## src/rtl/pvic_pkg.sv

```systemverilog
// Shared constants and types for the vectored interrupt controller.
// Assumes six sources in a fixed poll order, index 0 polled first.
package pvic_pkg;
    localparam int LVL_W   = 2;    // wide enough for four levels
    localparam int SER_IDX = 4;    // slot shared by serial receive and transmit
    typedef logic [LVL_W-1:0] lvl_t;
endpackage

```

## src/rtl/pvic_regs.sv

```systemverilog
// Enable and priority registers plus per-source level mapping.
// Assumes enable bit DATA_W-1 is the global enable and bits NUM_SRC-1..0
// are per-source. FOUR_LEVEL selects whether a high priority register exists.
module pvic_regs
    import pvic_pkg::*;
#(
    parameter int NUM_SRC    = 6,
    parameter int DATA_W     = 8,
    parameter bit FOUR_LEVEL = 1'b0
) (
    input  logic              clk,
    input  logic              rst_n,
    input  logic              en_we_i,
    input  logic              plo_we_i,
    input  logic              phi_we_i,
    input  logic [DATA_W-1:0] wdata_i,
    output logic              gie_o,
    output logic [NUM_SRC-1:0] src_en_o,
    output lvl_t              src_lvl_o [NUM_SRC]
);
    localparam int GIE_BIT = DATA_W - 1;

    logic [NUM_SRC-1:0] plo_q;
    logic [NUM_SRC-1:0] phi_q;
    logic               unused_wdata;

    assign unused_wdata = ^wdata_i[DATA_W-2:NUM_SRC];

    // Global and per-source enables; cleared by reset.
    always_ff @(posedge clk) begin
        if (!rst_n) begin
            gie_o    <= 1'b0;
            src_en_o <= '0;
        end else if (en_we_i) begin
            gie_o    <= wdata_i[GIE_BIT];
            src_en_o <= wdata_i[NUM_SRC-1:0];
        end
    end

    // Low priority register, used in both modes.
    always_ff @(posedge clk) begin
        if (!rst_n)        plo_q <= '0;
        else if (plo_we_i) plo_q <= wdata_i[NUM_SRC-1:0];
    end

    generate
        if (FOUR_LEVEL) begin : g_four
            // High priority register, present only in four-level mode.
            always_ff @(posedge clk) begin
                if (!rst_n)        phi_q <= '0;
                else if (phi_we_i) phi_q <= wdata_i[NUM_SRC-1:0];
            end
        end else begin : g_two
            logic unused_phi_we;
            assign unused_phi_we = phi_we_i;
            assign phi_q = '0;
        end
    endgenerate

    // Level of each source: {high bit, low bit}.
    always_comb begin
        for (int i = 0; i < NUM_SRC; i++) begin
            src_lvl_o[i] = {phi_q[i], plo_q[i]};
        end
    end
endmodule

```

## src/rtl/pvic_arbiter.sv

```systemverilog
// Combinational winner selection: highest level first, lowest index on ties.
// The winner is eligible only when nothing is in service or its level is
// strictly above the current in-service level.
module pvic_arbiter
    import pvic_pkg::*;
#(
    parameter int NUM_SRC = 6,
    parameter int IDX_W   = 3
) (
    input  logic [NUM_SRC-1:0] pend_i,
    input  lvl_t               lvl_i [NUM_SRC],
    input  logic               busy_i,
    input  lvl_t               cur_lvl_i,
    output logic               hit_o,
    output logic [IDX_W-1:0]   idx_o,
    output lvl_t               lvl_o
);
    logic found;

    // Scan in poll order; a later source wins only with a strictly higher level.
    always_comb begin
        found = 1'b0;
        idx_o = '0;
        lvl_o = '0;
        for (int i = 0; i < NUM_SRC; i++) begin
            if (pend_i[i] && (!found || (lvl_i[i] > lvl_o))) begin
                found = 1'b1;
                idx_o = IDX_W'(i);
                lvl_o = lvl_i[i];
            end
        end
        hit_o = found && (!busy_i || (lvl_o > cur_lvl_i));
    end
endmodule

```

## src/rtl/pvic_service.sv

```systemverilog
// Vector offer/acknowledge handshake and in-service level tracking.
// Assumes the core holds vec_ack_i for one cycle per taken vector and pulses
// reti_i once per finished handler.
module pvic_service
    import pvic_pkg::*;
#(
    parameter int NUM_SRC    = 6,
    parameter int IDX_W      = 3,
    parameter int NLVL       = 2,
    parameter int ADDR_W     = 16,
    parameter int VEC_BASE   = 3,
    parameter int VEC_STRIDE = 8
) (
    input  logic               clk,
    input  logic               rst_n,
    input  logic               boundary_i,
    input  logic               hit_i,
    input  logic [IDX_W-1:0]   idx_i,
    input  lvl_t               lvl_i,
    input  logic               vec_ack_i,
    input  logic               reti_i,
    output logic               vec_valid_o,
    output logic [ADDR_W-1:0]  vec_addr_o,
    output logic [NUM_SRC-1:0] src_ack_o,
    output logic               busy_o,
    output lvl_t               cur_lvl_o
);
    logic [IDX_W-1:0] idx_q;
    lvl_t             lvl_q;
    logic [NLVL-1:0]  ins_q;
    logic [NLVL-1:0]  set_mask;
    logic [NLVL-1:0]  clr_mask;
    logic             take;

    assign take       = vec_valid_o && vec_ack_i;
    assign vec_addr_o = ADDR_W'(VEC_BASE + VEC_STRIDE * int'(idx_q));

    // Highest in-service level and the masks for acknowledge and return.
    always_comb begin
        busy_o    = |ins_q;
        cur_lvl_o = '0;
        for (int l = 0; l < NLVL; l++) begin
            if (ins_q[l]) cur_lvl_o = lvl_t'(l);
        end
        for (int l = 0; l < NLVL; l++) begin
            set_mask[l] = take && (lvl_q == lvl_t'(l));
            clr_mask[l] = reti_i && busy_o && (cur_lvl_o == lvl_t'(l));
        end
    end

    // Latch an offer at a boundary; drop it when the core takes it.
    always_ff @(posedge clk) begin
        if (!rst_n) begin
            vec_valid_o <= 1'b0;
            idx_q       <= '0;
            lvl_q       <= '0;
        end else if (take) begin
            vec_valid_o <= 1'b0;
        end else if (!vec_valid_o && boundary_i && hit_i) begin
            vec_valid_o <= 1'b1;
            idx_q       <= idx_i;
            lvl_q       <= lvl_i;
        end
    end

    // In-service levels: set on acknowledge, highest cleared on return.
    always_ff @(posedge clk) begin
        if (!rst_n) ins_q <= '0;
        else        ins_q <= (ins_q & ~clr_mask) | set_mask;
    end

    // One-cycle one-hot notice to the taken source.
    always_ff @(posedge clk) begin
        if (!rst_n)    src_ack_o <= '0;
        else if (take) src_ack_o <= NUM_SRC'(1) << idx_q;
        else           src_ack_o <= '0;
    end


    no_offer_without_boundary_chk: assert property (@(posedge clk) disable iff (!rst_n)
        (!vec_valid_o && !boundary_i) |=> !vec_valid_o);


    offer_held_chk: assert property (@(posedge clk) disable iff (!rst_n)
        (vec_valid_o && !vec_ack_i) |=> (vec_valid_o && $stable(vec_addr_o)));


    src_ack_onehot_chk: assert property (@(posedge clk) disable iff (!rst_n)
        $onehot0(src_ack_o));


    ack_pulse_chk: assert property (@(posedge clk) disable iff (!rst_n)
        take |=> ($countones(src_ack_o) == 1 && !vec_valid_o));


    ack_marks_level_chk: assert property (@(posedge clk) disable iff (!rst_n)
        take |=> (busy_o && (cur_lvl_o >= $past(lvl_q))));
endmodule

```

## src/rtl/pvic_top.sv

```systemverilog
// Prioritized vectored interrupt controller top level.
// Merges the serial transmit flag into the serial slot, masks requests with
// the enables, and connects registers, arbiter and handshake/service logic.
module pvic_top
    import pvic_pkg::*;
#(
    parameter int NUM_SRC    = 6,
    parameter int DATA_W     = 8,
    parameter int ADDR_W     = 16,
    parameter int VEC_BASE   = 3,
    parameter int VEC_STRIDE = 8,
    parameter bit FOUR_LEVEL = 1'b0
) (
    input  logic               clk,
    input  logic               rst_n,
    input  logic [NUM_SRC-1:0] req_i,
    input  logic               ser_tx_i,
    input  logic               en_we_i,
    input  logic               plo_we_i,
    input  logic               phi_we_i,
    input  logic [DATA_W-1:0]  wdata_i,
    input  logic               boundary_i,
    output logic               vec_valid_o,
    output logic [ADDR_W-1:0]  vec_addr_o,
    input  logic               vec_ack_i,
    output logic [NUM_SRC-1:0] src_ack_o,
    input  logic               reti_i
);
    localparam int IDX_W = $clog2(NUM_SRC);
    localparam int NLVL  = FOUR_LEVEL ? 4 : 2;

    logic               gie;
    logic [NUM_SRC-1:0] src_en;
    lvl_t               src_lvl [NUM_SRC];
    logic [NUM_SRC-1:0] raw_req;
    logic [NUM_SRC-1:0] pend;
    logic               hit;
    logic [IDX_W-1:0]   win_idx;
    lvl_t               win_lvl;
    logic               busy;
    lvl_t               cur_lvl;

    // Serial transmit joins the serial receive slot; then apply the enables.
    always_comb begin
        raw_req          = req_i;
        raw_req[SER_IDX] = req_i[SER_IDX] | ser_tx_i;
        pend             = raw_req & src_en & {NUM_SRC{gie}};
    end

    pvic_regs #(.NUM_SRC(NUM_SRC), .DATA_W(DATA_W), .FOUR_LEVEL(FOUR_LEVEL)) u_regs (
        .clk      (clk),
        .rst_n    (rst_n),
        .en_we_i  (en_we_i),
        .plo_we_i (plo_we_i),
        .phi_we_i (phi_we_i),
        .wdata_i  (wdata_i),
        .gie_o    (gie),
        .src_en_o (src_en),
        .src_lvl_o(src_lvl)
    );

    pvic_arbiter #(.NUM_SRC(NUM_SRC), .IDX_W(IDX_W)) u_arb (
        .pend_i   (pend),
        .lvl_i    (src_lvl),
        .busy_i   (busy),
        .cur_lvl_i(cur_lvl),
        .hit_o    (hit),
        .idx_o    (win_idx),
        .lvl_o    (win_lvl)
    );

    pvic_service #(
        .NUM_SRC(NUM_SRC), .IDX_W(IDX_W), .NLVL(NLVL), .ADDR_W(ADDR_W),
        .VEC_BASE(VEC_BASE), .VEC_STRIDE(VEC_STRIDE)
    ) u_svc (
        .clk        (clk),
        .rst_n      (rst_n),
        .boundary_i (boundary_i),
        .hit_i      (hit),
        .idx_i      (win_idx),
        .lvl_i      (win_lvl),
        .vec_ack_i  (vec_ack_i),
        .reti_i     (reti_i),
        .vec_valid_o(vec_valid_o),
        .vec_addr_o (vec_addr_o),
        .src_ack_o  (src_ack_o),
        .busy_o     (busy),
        .cur_lvl_o  (cur_lvl)
    );


    global_mask_chk: assert property (@(posedge clk) disable iff (!rst_n)
        (!gie && !vec_valid_o) |=> !vec_valid_o);
endmodule

```

## config.mk

```make
export PLATFORM = sky130hd
export DESIGN_NAME = pvic_top
export DESIGN_NICKNAME = d
export VERILOG_FILES = /design/src/rtl/pvic_pkg.sv /design/src/rtl/pvic_regs.sv /design/src/rtl/pvic_arbiter.sv /design/src/rtl/pvic_service.sv /design/src/rtl/pvic_top.sv
export SDC_FILE = /design/constraint.sdc
export NUM_CORES = 1
export LEC_CHECK = 0
export BUFFER_PORTS_ARGS = -buffer_cell sky130_fd_sc_hd__buf_4
export CAP_MARGIN = 40
export CORE_MARGIN = 8
export CORE_UTILIZATION = 51
export CTS_BUF_LIST = sky130_fd_sc_hd__clkbuf_4 sky130_fd_sc_hd__clkbuf_8
export DETAILED_ROUTE_END_ITERATION = 12
export PLACE_DENSITY = 0.79
export REMOVE_ABC_BUFFERS = 1
export SLEW_MARGIN = 10
export SYNTH_ARGS = -nofsm -noshare
export SYNTH_HDL_FRONTEND = slang
export SYNTH_SLANG_ARGS = --single-unit
```

## constraint.sdc

```tcl
create_clock -name clk -period 1.65 [get_ports clk]
set_input_delay 0.165 -clock clk [delete_from_list [all_inputs] [get_ports clk]]
set_output_delay 0.165 -clock clk [all_outputs]
set_load 0.005 [all_outputs]
```

==> results of run 1 <==
## layout by cell type, fill, tap and decap left out, types with 3 or more instances in the layout
cell,netlist,final
a21oi_1,4,4
and3_2,3,3
buf_4,13,36
clkbuf_4,0,3
conb_1,2,13
dfxtp_1,26,25
mux2i_1,13,13
nand2_1,7,7
nor2_1,20,20
o21ai_0,3,3
## routing by layer
| layer | GRT usage [%] | routed length, µm | up-vias |
|---|---|---|---|
| li1 | - | - | 538 |
| met1 | 16.2 | 1170 | 499 |
| met2 | 23.6 | 1400 | 33 |
| met3 | 4.19 | 255 | 2 |
| met4 | 3.73 | 16 | 0 |
| met5 | 0 | 0 | - |
## state kept, by name, summed over array words and instances, names as in the netlist
signal and count:
u_svc.ins_q 2, u_svc.vec_valid_o 1, u_regs.plo_q 6, u_svc.idx_q 3
u_svc.lvl_q 1, u_regs.src_en_o 6, u_svc.src_ack_o 6, u_regs.gie_o 1
## area by class of cell
class                      instances  area (µm²)  area share (%)
tap                               30        37.5            2.38
sequential                        26         522            33.1
timing repair buffer              36         270            17.2
clock buffer                       4        36.3            2.31
inverter                           3        11.3           0.715
multi-input combinational        103         697            44.3
## kinds of logic (layout without fill, tap and decap cells)
kind of cell	after synthesis	in the layout	synth area share, %
buffers and inverters	20	43	10.1
AO/OA/AOI/OAI	28	28	19.3
multiplexers	13	13	10.0
other	2	13	0.578
AND/OR/NAND/NOR	49	49	20.0
flip-flops	26	26	40.0
## worst max-delay path, cell delays in order (launching register included)
cell and delay [ns]:
dfxtp_2 0.41, and3_2 0.27, a21boi_4 0.08, and2_4 0.18, a211o_1 0.29, o32ai_2 0.24
## worst paths after layout
kind | from | to | slack [ns]
max | u_regs.gie_o | u_svc.idx_q[1] | 0.09
min | wdata_i[4] | u_regs.plo_q[4] | 0.09
max reg2reg | u_regs.gie_o | u_svc.idx_q[1] | 0.09
min reg2reg | u_svc.idx_q[2] | u_svc.src_ack_o[5] | 0.49
## power by group
part	total, mW	internal [mW]	switching (mW)	leakage [nW]
clock network	0.312	0.135	0.178	0.0210
logic	0.150	0.0780	0.0724	0.495
registers	0.673	0.651	0.0222	0.213
total	1.14	0.863	0.272	0.728
## repair_timing
action / CTS / global route
hold buffers: 0 / 0
endpoints found under the hold margin: 0 / 0
gates resized for setup: 1 / 1
buffers inserted: 0 / 0
endpoints found under the setup margin: 1 / 3
## metrics by stage
stage | hold slack (ns) | cell area (µm²) | total power, mW | std cells
2_1_floorplan | 0.283 | 1220 | 0.752 | 132
3_3_place_gp | 0.405 | 1530 | 0.826 | 198
3_5_place_dp | 0.422 | 1530 | 0.833 | 198
4_1_cts | 0.0832 | 1570 | 1.15 | 202
5_1_grt | 0.0944 | 1570 | 1.19 | 202
6_report | 0.0852 | 1570 | 1.14 | 202
==> flow_summary.yaml, run 1 <==
yosys:
  yosysWarnings: 0
  syn_inst: 138
  netlist_area_mm2: 0.00130
  avgSynthCellArea_um2: 9.42
  synth.most_common_cell: "dfxtp_1"
  async_reset_ff_share_pct: 0
  yosys.cell_types.count: 43
  seq_area_frac_synth_pct: 40.0
  synth-seq-cells: 26
  synthFlopType: "dfxtp_1"
  synth-edff-count: 0
  yosys.area.top_type: "dfxtp_1"
  synth_top_area_share_pct: 40.0
  synthTopCellsByCount: "dfxtp_1, nor2_1, buf_4, mux2i_1, nand2_1"
  synth_area_leaders: "dfxtp_1, mux2i_1, buf_4, nor2_1, nand2_1"
routing:
  wire_per_inst_um: 14.1
  initialDrtViolationCount: 33
  postRouteWirelength_um: 2840
  num_vias: 1072
  viasPerCell: 5.31
  drt-pass1-iter-count: 6
  route.detailed.drc: 0
  antenna_left: 0
grt:
  antenna_found_initial: 0
  grt_max_degree: 15
  grt_first_pass_wirelength_um: 4950
  grt_usage_pct: 13.8
  grt_pass1_vias: 1101
  grt-ovfl-total: 0
cells_and_area:
  final_util_pct: 64.1
  drive_above_1_share_pct: 34.3
  n_antenna_cell: 0
  final_nets: 196
  fillers: 213
  syn2layout_area_growth_pct: 21.1
clock_tree:
  htree_levels: 1
  numCtsBuffers: 3
  cts_buffer_depth: 2
  cts_tree: "built"
  cts_root_buf: "clkbuf_4"
  clkLatencyLatePin_ns: 0.31
  cts_num_sinks: 26
  clkTransAtPathRegs_ns: 0.14
critical_path:
  cp_max_fo: 7
  r2r_cells: 5
  cp.arrival_ns: 1.79
  criticalPathCategory: "reg2reg"
  required_ns: 1.88
  cp-start-kind: "register"
  worstSetupEndpointType: "register"
min_path:
  holdPathStages: 3
  hold_path.class: "in2reg"
place:
  numPortBuffers: 30
  dp_hpwl_um: 2350
  place_congestion: 0.839
  dpl_worst_slack_ns: 0.00774
die:
  die-area_mm2: 0.00442
  rows: 18
  start_util_pct: 53.0
  io_pins: 46
  fp.coreArea_mm2: 0.00245
  fp.dieH_um: 66.5
  die_w_um: 66.5
power:
  leakagePower_nw: 0.728
  ir_worst_vdd_mv: 0.529
  powerDensity_mw_per_mm2: 721
sta:
  tns_ns: 0
  fin_crit_sh_pct: 94.3
  hold_violations: 0
  setup_viol: 0
  grt_setup_unrepaired: "false"
  period_minus_slack_ns: 1.56
  setup_ws_ns: 0.0934
  maxSlewViolCount: 0
  max_freq_mhz: 642
  skew_ns: 0.0105
job:
  drv_cap: 0
run_status:
  outcome: "finished clean"
Power figures use the tool's default switching activity.
==> run 2: changes to the inputs <==
--- a/config.mk
+++ b/config.mk
@@ -5,13 +5,13 @@
 export SDC_FILE = /design/constraint.sdc
 export NUM_CORES = 1
 export LEC_CHECK = 0
-export BUFFER_PORTS_ARGS = -buffer_cell sky130_fd_sc_hd__buf_4
+export BUFFER_PORTS_ARGS = -buffer_cell sky130_fd_sc_hd__buf_2
 export CAP_MARGIN = 40
 export CORE_MARGIN = 8
 export CORE_UTILIZATION = 51
 export CTS_BUF_LIST = sky130_fd_sc_hd__clkbuf_4 sky130_fd_sc_hd__clkbuf_8
 export DETAILED_ROUTE_END_ITERATION = 12
-export PLACE_DENSITY = 0.79
+export PLACE_DENSITY_LB_ADDON = 0.05
 export REMOVE_ABC_BUFFERS = 1
 export SLEW_MARGIN = 10
 export SYNTH_ARGS = -nofsm -noshare
==> run 2 against run 1 <==
Against the previous run: design area down 4.8%; clock skew down 0.0052 ns; cell count unchanged; core utilization down 3.1 points; clock power up 2%; sequential share of layout area up 1.7 points; power down 1.0%; sequential cell count unchanged; register-to-register slack about the same; global-route usage down 1.4 points; critical path depth up 2; critical path type unchanged.
==> flow_summary.yaml, run 2 (synthesis results as in run 1) <==
min_path:
  holdPathEnd: "u_regs.gie_o"
  holdCritStartpoint: "wdata_i[7]"
  hold_path.class: "in2reg"
  holdPathStages: 3
job:
  drv_cap: 0
critical_path:
  rr_startpoint: "u_regs.gie_o"
  worstSetupEndpointType: "register"
  r2r_cells: 7
  path_common_cell: "buf_4"
  rrSetupSlack_ns: 0.09
  r2r_end: "u_svc.idx_q[0]"
  required_ns: 1.88
  cp-start-kind: "register"
  cp_max_fo: 5
  cp_slowest_cell: "dfxtp_2"
  criticalPathCategory: "reg2reg"
  cp.arrival_ns: 1.79
  path_cells: "buf_4, and2_2, a22oi_2, buf_4, a31oi_1, a2bb2oi_1, o221a_1"
  critical_path.max_stage_delay_ns: 0.37
cells_and_area:
  syn2layout_area_growth_pct: 15.3
  final_nets: 196
  final_cell_mix: "buf_2, dfxtp_1, nor2_1, mux2i_1, conb_1"
  final_cells: 202
  final_common_cell: "buf_2"
  reg_top3: "u_regs.plo_q x6, u_regs.src_en_o x6, u_svc.src_ack_o x6"
  fillers: 223
  final_util_pct: 61.1
  stdcell_area_mm2: 0.00150
  n_antenna_cell: 0
  drive_above_1_share_pct: 34.3
sta:
  period_minus_slack_ns: 1.56
  skew_ns: 0.00533
  hold_violations: 0
  tns_ns: 0
  setup_viol: 0
  holdWs_ns: 0.0660
  grt_setup_unrepaired: "false"
  setup_ws_ns: 0.0854
  maxSlewViolCount: 0
  fin_crit_sh_pct: 94.8
  max_freq_mhz: 639
routing:
  route.detailed.drc: 0
  wl_met2_um: 1250
  antenna_left: 0
  top_layer: "met4"
  postRouteWirelength_um: 2720
  drt-pass1-iter-count: 4
  wire_per_inst_um: 13.5
  wl_met1_um: 1190
  viasPerCell: 5.23
  wl_met3_um: 226
  initialDrtViolationCount: 44
  num_vias: 1056
clock_tree:
  htree_levels: 1
  cts_num_sinks: 26
  cts_buffer_depth: 2
  hold_buffers: 0
  clkTransAtPathRegs_ns: 0.13
  cts_root_buf: "clkbuf_4"
  cts_tree: "built"
  numCtsBuffers: 3
  clkLatencyLatePin_ns: 0.32
grt:
  grt_usage_pct: 12.4
  grt_pass1_vias: 1003
  grt_max_degree: 15
  grt_first_pass_wirelength_um: 4310
  grt-ovfl-total: 0
  antenna_found_initial: 0
power:
  power.internal_uw: 849
  comb_power_share_pct: 12.0
  leakagePower_nw: 0.712
  powerDensity_mw_per_mm2: 750
  p_sw_uw: 275
  seqPwrFrac_pct: 59.7
  ir_worst_vdd_mv: 0.746
  power_frac_clock_pct: 28.3
  swShare_pct: 24.5
  fin_total_pwr_mw: 1.12
run_status:
  outcome: "finished clean"
die:
  die-area_mm2: 0.00442
  fp.coreArea_mm2: 0.00245
  fp.dieH_um: 66.5
  start_util_pct: 53.0
  rows: 18
  io_pins: 46
  die_w_um: 66.5
place:
  dp_hpwl_um: 2160
  numPortBuffers: 30
  place_congestion: 0.746
  dpl-instance-area_mm2: 0.00145
  dpl_worst_slack_ns: 0.0724
  dp.cells: 198
## run 2: worst max-delay path by stage
stage,slack [ns],cells past startpoint,from,to
2_1_floorplan,0.009,5,u_regs.gie_o,u_svc.idx_q[0]
3_3_place_gp,0.08,5,u_regs.gie_o,u_svc.idx_q[0]
3_5_place_dp,0.07,5,u_regs.gie_o,u_svc.idx_q[0]
4_1_cts,0.03,5,u_regs.gie_o,u_svc.idx_q[0]
5_1_grt,0.01,6,u_regs.gie_o,u_svc.idx_q[0]
6_report,0.09,7,u_regs.gie_o,u_svc.idx_q[0]
## run 2: routing by layer
layer / GRT usage [%] / vias to the layer above
li1: - / 532
met1: 14.7 / 482
met2: 19.4 / 35
met3: 4.36 / 7
met4: 5.87 / 0
met5: 0 / -
## run 2: timing repair
action,4_1_cts,5_1_grt
gates resized for setup,0,2
endpoints found under the setup margin,0,4
setup buffers,0,0
## run 2: critical path: cells and delay by family (launching register included)
family	cells	cell delay [ns]
simple gates	1	0.18
flops	1	0.37
compound gates	4	0.62
buf+inv	2	0.30
## run 2: power groups by stage
stage / clock network (mW) / logic, mW / registers (mW)
final: 0.318 / 0.135 / 0.671
after global routing: 0.353 / 0.151 / 0.675
after CTS: 0.327 / 0.132 / 0.671
after detailed placement: 0 / 0.132 / 0.685
after global placement: 0 / 0.128 / 0.684
after floorplan: 0 / 0.0696 / 0.682
## run 2: final cells by class
type                       instances  area [µm²]  share of cell area (%)
clock buffer                       4        36.3                    2.42
inverter                           3        11.3                   0.751
sequential                        26         522                    34.8
multi-input combinational        103         697                    46.5
timing repair buffer              36         195                    13.0
tap                               30        37.5                    2.50
